File: src/rtl/bqd_pkg.sv
package bqd_pkg;

    typedef enum logic [1:0] {
        QS_OPEN     = 2'd0,
        QS_HOLD_BIT = 2'd1,
        QS_HOLD_BAR = 2'd2
    } qstate_e;

    typedef enum logic [1:0] {
        FS_IDLE    = 2'd0,
        FS_SCAN    = 2'd1,
        FS_WAIT    = 2'd2,
        FS_BACKOFF = 2'd3
    } fstate_e;

    localparam logic [1:0] PT_INVALID = 2'd0;
    localparam logic [1:0] PT_KERNEL  = 2'd1;
    localparam logic [1:0] PT_BARRIER = 2'd2;

endpackage

File: src/rtl/bqd_pend_ctr.sv
module bqd_pend_ctr #(
    parameter int NSIG  = 5,
    localparam int CNT_W = $clog2(NSIG + 1)
) (
    input  logic             clk,
    input  logic             rst_n,
    input  logic             issue,
    input  logic             resp_valid,
    input  logic             abort,
    output logic             none_owed,
    output logic             resp_keep,
    output logic             discarding
);
    logic [CNT_W-1:0] count_q, count_n;
    logic             discard_q, discard_n;
    logic             take;

    always_comb begin
        take      = resp_valid && (count_q != '0);
        count_n   = count_q + CNT_W'(issue) - CNT_W'(take);
        if (abort) begin
            discard_n = (count_n != '0);
        end else begin
            discard_n = discard_q && (count_n != '0);
        end
    end

    always_ff @(posedge clk) begin
        if (!rst_n) begin
            count_q   <= '0;
            discard_q <= 1'b0;
        end else begin
            count_q   <= count_n;
            discard_q <= discard_n;
        end
    end

    assign none_owed  = (count_q == '0);
    assign resp_keep  = take && !discard_q;
    assign discarding = discard_q;

    AST_PEND_BOUND: assert property (@(posedge clk) disable iff (!rst_n)
        count_q <= CNT_W'(NSIG));
    AST_DISCARD_OWED: assert property (@(posedge clk) disable iff (!rst_n)
        discard_q |-> (count_q != '0));
    AST_STRAY_NOCHG: assert property (@(posedge clk) disable iff (!rst_n)
        (count_q == '0) && !issue |=> (count_q == '0));

endmodule

File: src/rtl/bqd_sig_fetch.sv
module bqd_sig_fetch
    import bqd_pkg::*;
#(
    parameter int NSIG  = 5,
    parameter int VAL_W = 32,
    parameter int DLY_W = 8,
    localparam int SLOT_W = (NSIG > 1) ? $clog2(NSIG) : 1
) (
    input  logic              clk,
    input  logic              rst_n,
    input  logic              start,
    input  logic              abort,
    input  logic [NSIG-1:0]   mask_in,
    input  logic [DLY_W-1:0]  retry_wait,
    input  logic [SLOT_W-1:0] resp_slot,
    input  logic [VAL_W-1:0]  resp_value,
    input  logic              resp_keep,
    input  logic              none_owed,
    output logic              req_valid,
    output logic [SLOT_W-1:0] req_slot,
    output logic              round_ok
);
    localparam logic [SLOT_W-1:0] LAST_SLOT = SLOT_W'(NSIG - 1);

    fstate_e           f_q, f_n;
    logic [SLOT_W-1:0] slot_q;
    logic [NSIG-1:0]   mask_q;
    logic [DLY_W-1:0]  wait_q;
    logic [NSIG-1:0]   zero_seen;
    logic              reload;
    logic              all_ok;

    always_comb begin
        f_n = f_q;
        unique case (f_q)
            FS_IDLE:    if (start) f_n = FS_SCAN;
            FS_SCAN:    if (slot_q == LAST_SLOT) f_n = FS_WAIT;
            FS_WAIT:    if (none_owed) f_n = all_ok ? FS_IDLE : FS_BACKOFF;
            FS_BACKOFF: if (wait_q == '0) f_n = FS_SCAN;
            default:    f_n = FS_IDLE;
        endcase
        if (abort) f_n = FS_IDLE;
    end

    assign reload = (f_n == FS_SCAN) && (f_q != FS_SCAN);

    always_ff @(posedge clk) begin
        if (!rst_n) begin
            f_q    <= FS_IDLE;
            slot_q <= '0;
            mask_q <= '0;
            wait_q <= '0;
        end else begin
            f_q <= f_n;
            if (start && (f_q == FS_IDLE)) mask_q <= mask_in;
            if (reload) begin
                slot_q <= '0;
            end else if (f_q == FS_SCAN) begin
                slot_q <= slot_q + 1'b1;
            end
            if (f_q == FS_WAIT) begin
                wait_q <= retry_wait;
            end else if ((f_q == FS_BACKOFF) && (wait_q != '0)) begin
                wait_q <= wait_q - 1'b1;
            end
        end
    end

    for (genvar i = 0; i < NSIG; i++) begin : g_slot
        logic z_q;
        always_ff @(posedge clk) begin
            if (!rst_n || reload) begin
                z_q <= 1'b0;
            end else if (resp_keep && (resp_slot == SLOT_W'(i))) begin
                z_q <= (resp_value == '0);
            end
        end
        assign zero_seen[i] = z_q;
    end

    assign all_ok    = &(~mask_q | zero_seen);
    assign req_valid = (f_q == FS_SCAN) && mask_q[slot_q];
    assign req_slot  = slot_q;
    assign round_ok  = (f_q == FS_WAIT) && none_owed && all_ok && !abort;

    AST_SCAN_ASCEND: assert property (@(posedge clk) disable iff (!rst_n)
        (f_q == FS_SCAN) && (slot_q != LAST_SLOT) && !abort |=> slot_q == $past(slot_q) + 1'b1);
    AST_BACKOFF_QUIET: assert property (@(posedge clk) disable iff (!rst_n)
        (f_q == FS_BACKOFF) |-> !req_valid && !round_ok);

endmodule

File: src/rtl/barrier_dispatch_ctrl.sv
module barrier_dispatch_ctrl
    import bqd_pkg::*;
#(
    parameter int NSIG  = 5,
    parameter int VAL_W = 32,
    parameter int DLY_W = 8,
    localparam int SLOT_W = (NSIG > 1) ? $clog2(NSIG) : 1
) (
    input  logic              clk,
    input  logic              rst_n,
    input  logic              pkt_valid,
    input  logic [1:0]        pkt_type,
    input  logic              pkt_bbit,
    input  logic [NSIG-1:0]   pkt_sig_mask,
    input  logic [DLY_W-1:0]  retry_wait,
    input  logic              pkt_done,
    input  logic              pkt_last,
    input  logic              rd_resp_valid,
    input  logic [SLOT_W-1:0] rd_resp_slot,
    input  logic [VAL_W-1:0]  rd_resp_value,
    input  logic              unmap,
    output logic              dispatch_en,
    output logic [1:0]        queue_state,
    output logic              rd_req_valid,
    output logic [SLOT_W-1:0] rd_req_slot,
    output logic              barrier_done
);
    qstate_e state_q, state_n;
    logic    none_owed, resp_keep, discarding;
    logic    round_ok, start_fetch, fire;

    assign fire        = (state_q == QS_OPEN) && pkt_valid && (pkt_type != PT_INVALID)
                         && !unmap && none_owed;
    assign start_fetch = fire && (pkt_type == PT_BARRIER);

    always_comb begin
        state_n = state_q;
        unique case (state_q)
            QS_OPEN: begin
                if (fire) begin
                    if (pkt_type == PT_BARRIER) state_n = QS_HOLD_BAR;
                    else if (pkt_bbit)          state_n = QS_HOLD_BIT;
                end
            end
            QS_HOLD_BIT: if (pkt_done && pkt_last) state_n = QS_OPEN;
            QS_HOLD_BAR: if (round_ok)             state_n = QS_OPEN;
            default:     state_n = QS_OPEN;
        endcase
        if (unmap) state_n = QS_OPEN;
    end

    always_ff @(posedge clk) begin
        if (!rst_n) state_q <= QS_OPEN;
        else        state_q <= state_n;
    end

    always_comb begin
        dispatch_en  = fire;
        queue_state  = state_q;
        barrier_done = round_ok && (state_q == QS_HOLD_BAR);
    end

    bqd_pend_ctr #(.NSIG(NSIG)) u_pend (
        .clk        (clk),
        .rst_n      (rst_n),
        .issue      (rd_req_valid),
        .resp_valid (rd_resp_valid),
        .abort      (unmap),
        .none_owed  (none_owed),
        .resp_keep  (resp_keep),
        .discarding (discarding)
    );

    bqd_sig_fetch #(.NSIG(NSIG), .VAL_W(VAL_W), .DLY_W(DLY_W)) u_fetch (
        .clk        (clk),
        .rst_n      (rst_n),
        .start      (start_fetch),
        .abort      (unmap),
        .mask_in    (pkt_sig_mask),
        .retry_wait (retry_wait),
        .resp_slot  (rd_resp_slot),
        .resp_value (rd_resp_value),
        .resp_keep  (resp_keep),
        .none_owed  (none_owed),
        .req_valid  (rd_req_valid),
        .req_slot   (rd_req_slot),
        .round_ok   (round_ok)
    );

    AST_BIT_HOLD: assert property (@(posedge clk) disable iff (!rst_n)
        (state_q == QS_HOLD_BIT) && !(pkt_done && pkt_last) && !unmap |=> state_q == QS_HOLD_BIT);
    AST_BAR_HOLD: assert property (@(posedge clk) disable iff (!rst_n)
        (state_q == QS_HOLD_BAR) && !barrier_done && !unmap |=> state_q == QS_HOLD_BAR);
    AST_REQ_IN_BAR: assert property (@(posedge clk) disable iff (!rst_n)
        rd_req_valid |-> state_q == QS_HOLD_BAR);
    AST_UNMAP_OPEN: assert property (@(posedge clk) disable iff (!rst_n)
        unmap |=> state_q == QS_OPEN && !rd_req_valid);
    AST_DONE_IN_BAR: assert property (@(posedge clk) disable iff (!rst_n)
        round_ok |-> state_q == QS_HOLD_BAR);
    AST_NO_FIRE_DISCARD: assert property (@(posedge clk) disable iff (!rst_n)
        discarding |-> !dispatch_en);

endmodule

File: config.mk
export PLATFORM = sky130hd
export DESIGN_NAME = barrier_dispatch_ctrl
export DESIGN_NICKNAME = d
export VERILOG_FILES = /design/src/rtl/bqd_pkg.sv /design/src/rtl/bqd_pend_ctr.sv /design/src/rtl/bqd_sig_fetch.sv /design/src/rtl/barrier_dispatch_ctrl.sv
export SDC_FILE = /design/constraint.sdc
export NUM_CORES = 1
export LEC_CHECK = 0
export BUFFER_PORTS_ARGS = -buffer_cell sky130_fd_sc_hd__buf_4
export CAP_MARGIN = 40
export CORE_MARGIN = 8
export CORE_UTILIZATION = 40
export CTS_BUF_LIST = sky130_fd_sc_hd__clkbuf_4
export CTS_CLUSTER_DIAMETER = 100
export CTS_CLUSTER_SIZE = 10
export DETAILED_ROUTE_END_ITERATION = 6
export GPL_TIMING_DRIVEN = 0
export PLACE_DENSITY = 0.7
export REMOVE_ABC_BUFFERS = 1
export SETUP_SLACK_MARGIN = 0.1
export SLEW_MARGIN = 25
export SYNTH_ARGS = -nofsm -noshare
export SYNTH_HDL_FRONTEND = slang
export SYNTH_SLANG_ARGS = --single-unit
File: constraint.sdc
create_clock -name clk -period 2.8 [get_ports clk]
set_input_delay 0.28 -clock clk [delete_from_list [all_inputs] [get_ports clk]]
set_output_delay 0.28 -clock clk [all_outputs]
set_load 0.03 [all_outputs]
==> qor.yml <==
worst_hold_path_type: "input pin to flip-flop"
hold_ws_ps: 182
tritoncts: "yes"
dp_hpwl_um: 3520
routed_via_density: 5.28
drv_cap: 0
cts_max_level: 2
io_buffers: 65
antenna_found_initial: 0
gp_congestion: 0.769
ant_nets: 0
n_antenna_cell: 0
hold_path_startpoint: "retry_wait[4]"
place_inst: 307
synth_cell_type_count: 43
clock_skew_ps: 12.2
postCtsHoldBufs: 0
p_per_area_nw_per_um2: 493
ir_worst_vdd_v: 0.000328
track_usage: 0.136
timing.rr.start: "u_fetch.req_slot[0]"
pin_count: 66
drtIter0Drc: 146
syn2layout_area_growth_pct: 38.2
die_w_um: 80.7
grt_start_max_net_pins: 20
crit_fanout: 2
cts_max_path_buffers: 2
cp.required_ps: 3030
clock_sinks: 29
std_cell_rows: 23
start_kind: "flip-flop"
hold_path_depth: 2
max_freq_mhz: 380
rsz0062_at_grt: "yes"
design.core.area_um2: 4030
wl_um: 4390
final_cell_mix: "66 x buf_4, 28 x dfxtp_1, 20 x a21oi_1"
grt_pass1_wl_um: 7160
fin_util: 0.575
reg2reg_setup_slack_ps: 170
tightest_slew_ps: 747
yosysSeqAreaShare: 0.346
ys_async_sr_fraction: 0
syn_area_per_cell_um2: 8.55
run_status: "complete, no violations"
period_share: 0.939
drv_slew: 0
fin_nets: 329
cp-end-kind: "flip-flop"
period_minus_slack_ps: 2630
drive_above_1_share: 0.323
die_h_um: 80.7
synth_enable_flop_cells: 0
r2r_cells: 13
vias: 1667
ys_ff_latch: 29
first_pass_iters: 4
cts_root_buf: "clkbuf_4"
drc: 0
worstSetupPathType: "flip-flop to flip-flop"
hold_viol: 0
tns_ps: 0
wl_per_cell_um: 13.9
syn-cell-area_um2: 1680
synthFlopType: "dfxtp_1"
synth_cells: 196
critPathArrivalTime_ps: 2860
p_leak_nw: 1.00
final_common_cell: "buf_4"
layoutNonFillerInstCount: 316
die_area_um2: 6520
initial_core_util: 0.416
grt_pass1_vias: 1571
yosysWarningCount: 0
cts_inserted_buffers: 5
clkTransAtPathRegs_ps: 100
r2r-end: "u_pend.discarding"
hold_path_end: "u_fetch.wait_q[4]"
setup_viol_count_final: 0
grt-ovfl-total: 0
clk_latency_ps: 330
slew_headroom: 0.499
## metrics by stage
step | area (um^2) | power [W] | setup WS, ps
after global routing | 2320 | 0.00121 | 54.1
final | 2320 | 0.00114 | 171
after CTS | 2310 | 0.00115 | 97.4
after global placement | 2210 | 0.000802 | -72.9
after detailed placement | 2210 | 0.000804 | -77.4
after floorplan | 1660 | 0.000689 | -260
## power by group
group / total, W / switching, W / internal [W]
logic: 0.000326 / 0.000154 / 0.000171
clock network: 0.000342 / 0.000147 / 0.000195
registers: 0.000474 / 0.0000318 / 0.000442
## synth_stat cells, drive strengths merged, types with 2 or more instances
| master | n | area [um^2] |
|---|---|---|
| nor4 | 9 | 56.3 |
| inv | 17 | 63.8 |
| xnor2 | 3 | 26.3 |
| clkbuf | 4 | 15.0 |
| dfxtp | 29 | 581 |
| nand4 | 4 | 25.0 |
| nand3b | 3 | 22.5 |
| nor2b | 6 | 37.5 |
| a211oi | 2 | 20.0 |
| o41ai | 2 | 17.5 |
| and2 | 4 | 25.0 |
| a21oi | 21 | 109 |
| nor2 | 12 | 45.0 |
| nor3 | 8 | 40.0 |
| o21ai | 10 | 50.1 |
| and3 | 3 | 18.8 |
| nand2 | 11 | 41.3 |
| mux2i | 10 | 100 |
| nand3 | 3 | 15.0 |
| a31oi | 4 | 25.0 |
| xor2 | 5 | 43.8 |
| nand2b | 3 | 18.8 |
| ha | 5 | 62.6 |
## critical path, cell delays in order (launching register included)
cell	delay, ps
dfxtp_4	350
mux4_2	470
nor2b_1	140
a41o_1	210
and2_4	160
inv_2	40
ha_1	100
inv_1	40
ha_2	160
fa_2	330
xor2_1	160
xnor2_1	140
nor3_1	170
nor2_1	60
## sequential cells by signal (all words and copies together), names as in the netlist
name / flops
u_fetch.f_q: 2
queue_state: 2
u_fetch.req_slot: 3
u_fetch.g_slot.z_q: 5
u_pend.discarding: 1
u_pend.count_q: 3
u_fetch.mask_q: 5
u_fetch.wait_q: 8
## per-layer routing
layer  vias to the layer above  part of all wire  global-route usage
met2                        36              0.48               0.213
met4                         0             0.012              0.0536
met1                       771              0.44               0.171
li1                        855                 -                   -
met5                         -                 0                   0
met3                         5             0.061              0.0430
## layout make-up
class | instances | area (um^2)
Tap cell | 50 | 62.6
Clock inverter | 2 | 33.8
Timing Repair Buffer | 66 | 495
Clock buffer | 6 | 45.0
Sequential cell | 29 | 584
Fill cell | 407 | 1710
Multi-Input combinational cell | 146 | 1030
Inverter | 17 | 63.8
## worst max path at each step
stage	start	to	slack (ps)	cells past startpoint
after detailed placement	u_fetch.req_slot[0]	u_pend.discarding	-80	13
after global placement	u_fetch.req_slot[0]	u_pend.discarding	-70	13
final	u_fetch.req_slot[0]	u_pend.discarding	170	13
after floorplan	u_fetch.req_slot[0]	u_pend.discarding	-260	13
after global routing	u_fetch.req_slot[0]	u_pend.discarding	50	13
after CTS	u_fetch.req_slot[0]	u_pend.discarding	100	13
## cells by family (layout without fill, tap and decap cells)
family / Yosys count / count (layout) / share of synthesized area
buffers and inverters: 21 / 91 / 0.0470
XOR/XNOR: 8 / 8 / 0.0418
AND/OR/NAND/NOR: 70 / 70 / 0.237
adder cells (fa/ha/maj): 6 / 6 / 0.0493
AO/OA/AOI/OAI: 51 / 51 / 0.205
flip-flops: 29 / 29 / 0.346
multiplexers: 11 / 11 / 0.0731
## timing repair
item,in CTS,in global routing
resized for setup,7,1
setup buffers,1,0
setup endpoints to repair,2,2
pin swaps,5,3
gates cloned,0,0
Note: power is estimated with default switching activity, not from simulation.
